**src/rtl/plbox_pkg.sv**
```systemverilog
package plbox_pkg;
    localparam int LBL_W  = 8;
    localparam int WORD_W = 32;
    localparam int FLD_W  = WORD_W - LBL_W;
    localparam int SD_W   = 2;

    typedef logic [LBL_W-1:0] label_t;
    typedef logic [FLD_W-1:0] field_t;

    typedef struct packed {
        field_t field;
        label_t label;
    } rxword_t;

    // S/D bits sit directly above the label
    function automatic logic [SD_W-1:0] sd_of(rxword_t w);
        return w.field[SD_W-1:0];
    endfunction
endpackage

```
**src/rtl/plbox_loader.sv**
```systemverilog
module plbox_loader
    import plbox_pkg::*;
#(
    parameter int NBOX = 3
) (
    input  logic                  clk,
    input  logic                  rst,
    input  logic                  ld_start,
    input  logic                  ld_valid,
    input  label_t                ld_byte,
    output logic [NBOX*LBL_W-1:0] match_flat
);
    localparam int PW = $clog2(NBOX + 1);
    localparam logic [PW-1:0] IDLE = PW'(NBOX);
    localparam logic [PW-1:0] TOP  = PW'(NBOX - 1);

    logic [PW-1:0] ptr_q;
    logic [PW-1:0] wr_idx;
    logic          wr_en;
    label_t        mreg_q [NBOX];

    always_comb begin
        wr_idx = ld_start ? TOP : ptr_q;
        wr_en  = ld_valid && (ld_start || ptr_q != IDLE);
    end

    always_ff @(posedge clk) begin
        if (rst) begin
            ptr_q <= IDLE;
        end else if (wr_en) begin
            ptr_q <= (wr_idx == '0) ? IDLE : wr_idx - 1'b1;
        end else if (ld_start) begin
            ptr_q <= TOP;
        end
    end

    for (genvar i = 0; i < NBOX; i++) begin : g_reg
        always_ff @(posedge clk) begin
            if (rst) begin
                mreg_q[i] <= '0;
            end else if (wr_en && wr_idx == PW'(i)) begin
                mreg_q[i] <= ld_byte;
            end
        end
        assign match_flat[i*LBL_W +: LBL_W] = mreg_q[i];
    end

    AST_LOAD_FIRST_TOP: assert property (@(posedge clk) disable iff (rst)
        (ld_start && ld_valid) |=> (match_flat[(NBOX-1)*LBL_W +: LBL_W] == $past(ld_byte)));
    AST_IDLE_NO_WRITE: assert property (@(posedge clk) disable iff (rst)
        (ptr_q == IDLE && !ld_start) |=> $stable(match_flat));
endmodule

```
**src/rtl/plbox_gate.sv**
```systemverilog
module plbox_gate
    import plbox_pkg::*;
#(
    parameter int NBOX = 3
) (
    input  logic                  rx_valid,
    input  rxword_t               rx_word,
    input  logic                  cap_en,
    input  logic                  sd_en,
    input  logic [SD_W-1:0]       sd_val,
    input  logic [NBOX*LBL_W-1:0] match_flat,
    output logic [NBOX-1:0]       hit
);
    logic eligible;

    always_comb begin
        eligible = rx_valid && cap_en && (!sd_en || sd_of(rx_word) == sd_val);
    end

    for (genvar i = 0; i < NBOX; i++) begin : g_cmp
        assign hit[i] = eligible && (rx_word.label == match_flat[i*LBL_W +: LBL_W]);
    end
endmodule

```
**src/rtl/plbox_slot.sv**
```systemverilog
module plbox_slot
    import plbox_pkg::*;
(
    input  logic   clk,
    input  logic   rst,
    input  logic   hit,
    input  field_t din,
    input  logic   rd_clr,
    output logic   rdy,
    output field_t data
);
    always_ff @(posedge clk) begin
        if (rst) begin
            rdy  <= 1'b0;
            data <= '0;
        end else if (hit) begin
            rdy  <= 1'b1;
            data <= din;
        end else if (rd_clr) begin
            rdy  <= 1'b0;
        end
    end

    AST_HIT_SETS_RDY: assert property (@(posedge clk) disable iff (rst)
        hit |=> rdy);
    AST_HIT_LOADS: assert property (@(posedge clk) disable iff (rst)
        hit |=> (data == $past(din)));
    AST_READ_CLEARS: assert property (@(posedge clk) disable iff (rst)
        (rd_clr && !hit) |=> !rdy);
    AST_NO_HIT_HOLD: assert property (@(posedge clk) disable iff (rst)
        !hit |=> $stable(data));
endmodule

```
**src/rtl/plbox_capture.sv**
```systemverilog
module plbox_capture
    import plbox_pkg::*;
#(
    parameter int NBOX = 3,
    localparam int SEL_W = $clog2(NBOX)
) (
    input  logic                  clk,
    input  logic                  rst,
    input  logic                  cfg_cap_en,
    input  logic                  cfg_sd_en,
    input  logic [SD_W-1:0]       cfg_sd_val,
    input  logic [NBOX-1:0]       cfg_irq_mask,
    input  logic                  ld_start,
    input  logic                  ld_valid,
    input  logic [LBL_W-1:0]      ld_byte,
    output logic [NBOX*LBL_W-1:0] match_rd,
    input  logic                  rx_valid,
    input  logic [WORD_W-1:0]     rx_word,
    input  logic [SEL_W-1:0]      rd_sel,
    input  logic                  rd_en,
    output logic [FLD_W-1:0]      box_data,
    output logic [NBOX-1:0]       box_rdy,
    output logic                  irq
);
    rxword_t         word_s;
    logic [NBOX-1:0] hit;
    field_t          slot_data [NBOX];

    assign word_s = rxword_t'(rx_word);

    plbox_loader #(.NBOX(NBOX)) u_loader (
        .clk        (clk),
        .rst        (rst),
        .ld_start   (ld_start),
        .ld_valid   (ld_valid),
        .ld_byte    (ld_byte),
        .match_flat (match_rd)
    );

    plbox_gate #(.NBOX(NBOX)) u_gate (
        .rx_valid   (rx_valid),
        .rx_word    (word_s),
        .cap_en     (cfg_cap_en),
        .sd_en      (cfg_sd_en),
        .sd_val     (cfg_sd_val),
        .match_flat (match_rd),
        .hit        (hit)
    );

    for (genvar i = 0; i < NBOX; i++) begin : g_slot
        plbox_slot u_slot (
            .clk    (clk),
            .rst    (rst),
            .hit    (hit[i]),
            .din    (word_s.field),
            .rd_clr (rd_en && rd_sel == SEL_W'(i)),
            .rdy    (box_rdy[i]),
            .data   (slot_data[i])
        );
    end

    always_comb begin
        box_data = '0;
        for (int i = 0; i < NBOX; i++) begin
            if (rd_sel == SEL_W'(i)) box_data = slot_data[i];
        end
    end

    assign irq = |(box_rdy & cfg_irq_mask);

    AST_DISABLED_NO_RISE: assert property (@(posedge clk) disable iff (rst)
        !cfg_cap_en |=> ((box_rdy & ~$past(box_rdy)) == '0));
    AST_SD_REJECT: assert property (@(posedge clk) disable iff (rst)
        (cfg_sd_en && rx_word[9:8] != cfg_sd_val) |=> ((box_rdy & ~$past(box_rdy)) == '0));
endmodule

```
**config.mk**
```make
export PLATFORM = sky130hd
export DESIGN_NAME = plbox_capture
export DESIGN_NICKNAME = d
export VERILOG_FILES = /design/src/rtl/plbox_pkg.sv /design/src/rtl/plbox_loader.sv /design/src/rtl/plbox_gate.sv /design/src/rtl/plbox_slot.sv /design/src/rtl/plbox_capture.sv
export SDC_FILE = /design/constraint.sdc
export NUM_CORES = 1
export LEC_CHECK = 0
export ABC_CLOCK_PERIOD_IN_PS = 3150
export BUFFER_PORTS_ARGS = -buffer_cell sky130_fd_sc_hd__clkbuf_2
export CAP_MARGIN = 20
export CORE_ASPECT_RATIO = 1.2
export CORE_UTILIZATION = 50
export CTS_CLUSTER_SIZE = 14
export DETAILED_ROUTE_END_ITERATION = 7
export PLACE_DENSITY = 0.74
export SYNTH_ARGS = -nofsm -noshare
export SYNTH_HDL_FRONTEND = slang
export SYNTH_SLANG_ARGS = --single-unit
```
**constraint.sdc**
```tcl
create_clock -name clk -period 3.15 [get_ports clk]
set_input_delay 0.315 -clock clk [delete_from_list [all_inputs] [get_ports clk]]
set_output_delay 0.315 -clock clk [all_outputs]
set_load 0.005 [all_outputs]
```
==> results by group <==
Layout
  – Ant diodes: 0
  – Final net count: 620
  – Total area of sequential cells: around 2300 um2
  – Final core utilization: about three fifths
  – # fillers: 839
  – Share of layout cells above drive strength 1: a little under a quarter
  – Most frequent cells in the layout: 106 x clkbuf_2, 98 x nand2b_1, 96 x mux2i_1, 77 x dfxtp_1
  – Area Growth Syn to Fin: 17.5%
  – Most common cell after layout, fill and taps aside: clkbuf_2
  – Design Area, Final: approximately 5800 um2
  – Multi-input gate area: approximately 2500 um2

Clock network
  – Htree depth: 3
  – CTS Buffer Depth: 2
  – Clock-pin transition on the worst setup and hold timing paths: 0.06 ns
  – CTS Buf Count: 9
  – Resized cells post-CTS: 0
  – CTS tree: done
  – Clk sinks: 101
  – Hold-fix buffers at CTS: 0
  – Number of setup buffers added after CTS: 0
  – Root Buffer: clkbuf_16
  – Worst skew pair latency: about 0.34 ns

Drt
  – Post-Route WL: about 10000 um
  – DRC viols: 0
  – WL/cell: between 10 and 15 um
  – Iteration-0 DRC count of the detailed router: about 110
  – Routed Antenna Nets: 0
  – Routed vias/inst: 5.06
  – TritonRoute pass-1 iters: 4
  – DR vias: approximately 3500

Setup path
  – Worst Reg2Reg Path Length in Cells: 4
  – Worst EP required: approximately 3.4 ns
  – FF-to-FF End: g_slot[0].u_slot.data[4]$_SDFFE_PP0P_
  – CP Launch Type: flip-flop
  – Setup Crit Path Kind: reg -> reg
  – Worst reg-to-reg setup slack: roughly 1.1 ns
  – Crit Reg-Reg Startpoint: u_loader.mreg_q[0][6]$_SDFFCE_PN0P_
  – Critical Path End: g_slot[0].u_slot.data[4]$_SDFFE_PP0P_
  – CP Capture Type: flip-flop
  – Critical Path Fanout Max: 25
  – CP Data Arrival Time: 2.28 ns
  – Critical path origin: u_loader.mreg_q[0][6]$_SDFFCE_PN0P_

Floorplan
  – Rows: 39
  – Die Span Y: between 100 and 150 um
  – Starting Density: 51.5%
  – Core ar.: 9560 um2
  – Io pins: between 100 and 150
  – Die Area: around 10000 um2
  – Die width: around 90 um

GRT
  – Vias in the first global route: roughly 3600
  – Largest net degree at the start of global routing: between 90 and 100
  – Grt total ovfl: 0
  – Global-route wire length before repair: approximately 17000 um
  – Antenna violations before repair: 0
  – GRT Total Usage: approximately a fifth

STA
  – Rel. slew slack: roughly 45%
  – RSZ-0062 raised after global routing: false
  – Setup_tns: 0 ns
  – Slew @ Worst Pin: 0.828 ns
  – Fin Hold WS: between 0.2 and 0.3 ns
  – Final period utilization: 64.6%
  – Hold Fails Final Rpt: 0
  – F_max: a little under 500 MHz
  – Final max-slew violation count: 0
  – Final Skew: 0.00563 ns
  – Setup violations, final: 0
  – Final period demand of the worst path: 2.04 ns

Placement
  – I/O Buffers: around 110
  – Gpl congestion: a little under 0.8
  – Post-DP HPWL: between 7000 and 8000 um
  – Post-place instance area: around 5500 um2

Synth
  – Syn_nets: between 500 and 600
  – Synth unique cells: 29
  – Netlist Area Pre-Place: just under 5000 um2
  – Area leader, netlist: dfxtp_1
  – Multiplexer share of the synthesized area: 19.5%
  – Post-synthesis adder-cell area fraction: less than 1%
  – #FFs+latches synth: between 100 and 150
  – Synth area leaders: dfxtp_1 31%, mux2i_1 20%, edfxtp_1 15%
  – Complex-gate fraction of the synthesized area: under 10%
  – Syn Inst Count: about 470
  – Yosys top cell area share: 31.3%
  – Syn Area/Cell: about 11 um2
  – Largest family of logic cells by synthesized area: simple AND/OR/NAND/NOR gates
  – Seq/Total Area, Yosys: between 40% and 50%
  – XOR/XNOR Fraction of Synth Area: 4.62%
  – Simple-gate area share of the yosys netlist: between 20% and 30%
  – Number of synthesis warnings: 0

Power
  – Max VDD drop: 0.000309 V
  – Leakage power: roughly 0.0027 uW
  – Overall power: about 2600 uW
  – Pwr dens: around 460 nW/um2

Flow run
  – Max-Cap Viols: 0

Min path
  – Type of the tightest min-delay check: in -> reg

Outcome
  – Status: complete, no violations
## stage by stage
step                      setup WS (ns)  instances
after floorplan                    1.54        469
after global placement             1.18        674
after detailed placement           1.09        674
after CTS                          1.07        689
after global routing               1.01        689
final                              1.11        689
## kinds of logic after synthesis
family,Yosys count
AOI/OAI and AO/OA,37
xor gates and xnor gates,26
adders and majority gates,3
buffers and inverters,36
DFF,101
muxes,96
and+or+nand+nor,170
## critical path: stages (launching register included)
cell	delay (ns)
edfxtp_1	0.41
xor2_1	0.19
nor4_2	0.39
nand4_4	0.59
mux2i_1	0.36
## sequential cells by signal, summed over array words and instances (netlist names)
register            flops
u_loader.ptr_q          2
g_slot.u_slot.data     72
g_slot.u_slot.rdy       3
u_loader.mreg_q        24
## worst min-delay path by stage
stage                                            from                                     end  slack, ns  cells after the start
2_1_floorplan   g_slot[1].u_slot.data[0]$_SDFFE_PP0P_   g_slot[1].u_slot.data[0]$_SDFFE_PP0P_       0.45                      2
3_3_place_gp   g_slot[1].u_slot.data[13]$_SDFFE_PP0P_  g_slot[1].u_slot.data[13]$_SDFFE_PP0P_       0.46                      2
3_5_place_dp    g_slot[1].u_slot.data[3]$_SDFFE_PP0P_   g_slot[1].u_slot.data[3]$_SDFFE_PP0P_       0.46                      2
4_1_cts                                      ld_valid            u_loader.ptr_q[1]$_SDFF_PP1_       0.26                      2
5_1_grt                                    ld_byte[1]     u_loader.mreg_q[1][1]$_SDFFCE_PN0P_       0.27                      2
6_report                                     ld_valid            u_loader.ptr_q[1]$_SDFF_PP1_       0.26                      2
## cells in the mapped netlist
master,count
o21ai_2,1
edfxtp_1,24
nand4_4,1
nand2_1,27
inv_1,4
nand3b_1,2
and2_1,25
mux2i_1,96
xor2_1,26
o211ai_1,1
nor3b_1,3
a21o_1,3
ha_1,3
buf_2,3
dfxtp_1,77
nor4_2,4
o21ai_0,27
nor2b_1,2
a21oi_1,4
buf_4,5
and2_0,1
clkbuf_1,20
buf_6,4
nor4_1,2
a222oi_1,1
nor2_1,1
nand4_1,2
and4_1,2
nand2b_1,98
## area by class of cell
type | instances | share of cell area, %
clock inverters | 2 | 0.606
well taps | 123 | 2.66
flip-flops and latches | 101 | 39.1
clock buffers | 13 | 4.33
repair buffers | 114 | 10.2
multi-input cells | 332 | 42.8
inverters | 4 | 0.260
## layer usage
layer | global-route usage, % | vias to the layer above | share of wire, %
met5 | 0 | - | 0
met4 | 7.40 | 0 | 1.5
met2 | 36.4 | 81 | 50
li1 | - | 1768 | -
met1 | 24.3 | 1620 | 44
met3 | 4.94 | 14 | 4.5
## power by group
| part | leakage (uW) | switching, uW | total (uW) | internal (uW) |
|---|---|---|---|---|
| registers | 0.000870 | 12.8 | 1360 | 1340 |
| clock network | 0.000140 | 446 | 1080 | 633 |
| logic | 0.00167 | 114 | 207 | 93.4 |
| total | 0.00268 | 573 | 2640 | 2070 |
(Power assumes the default switching activity.)
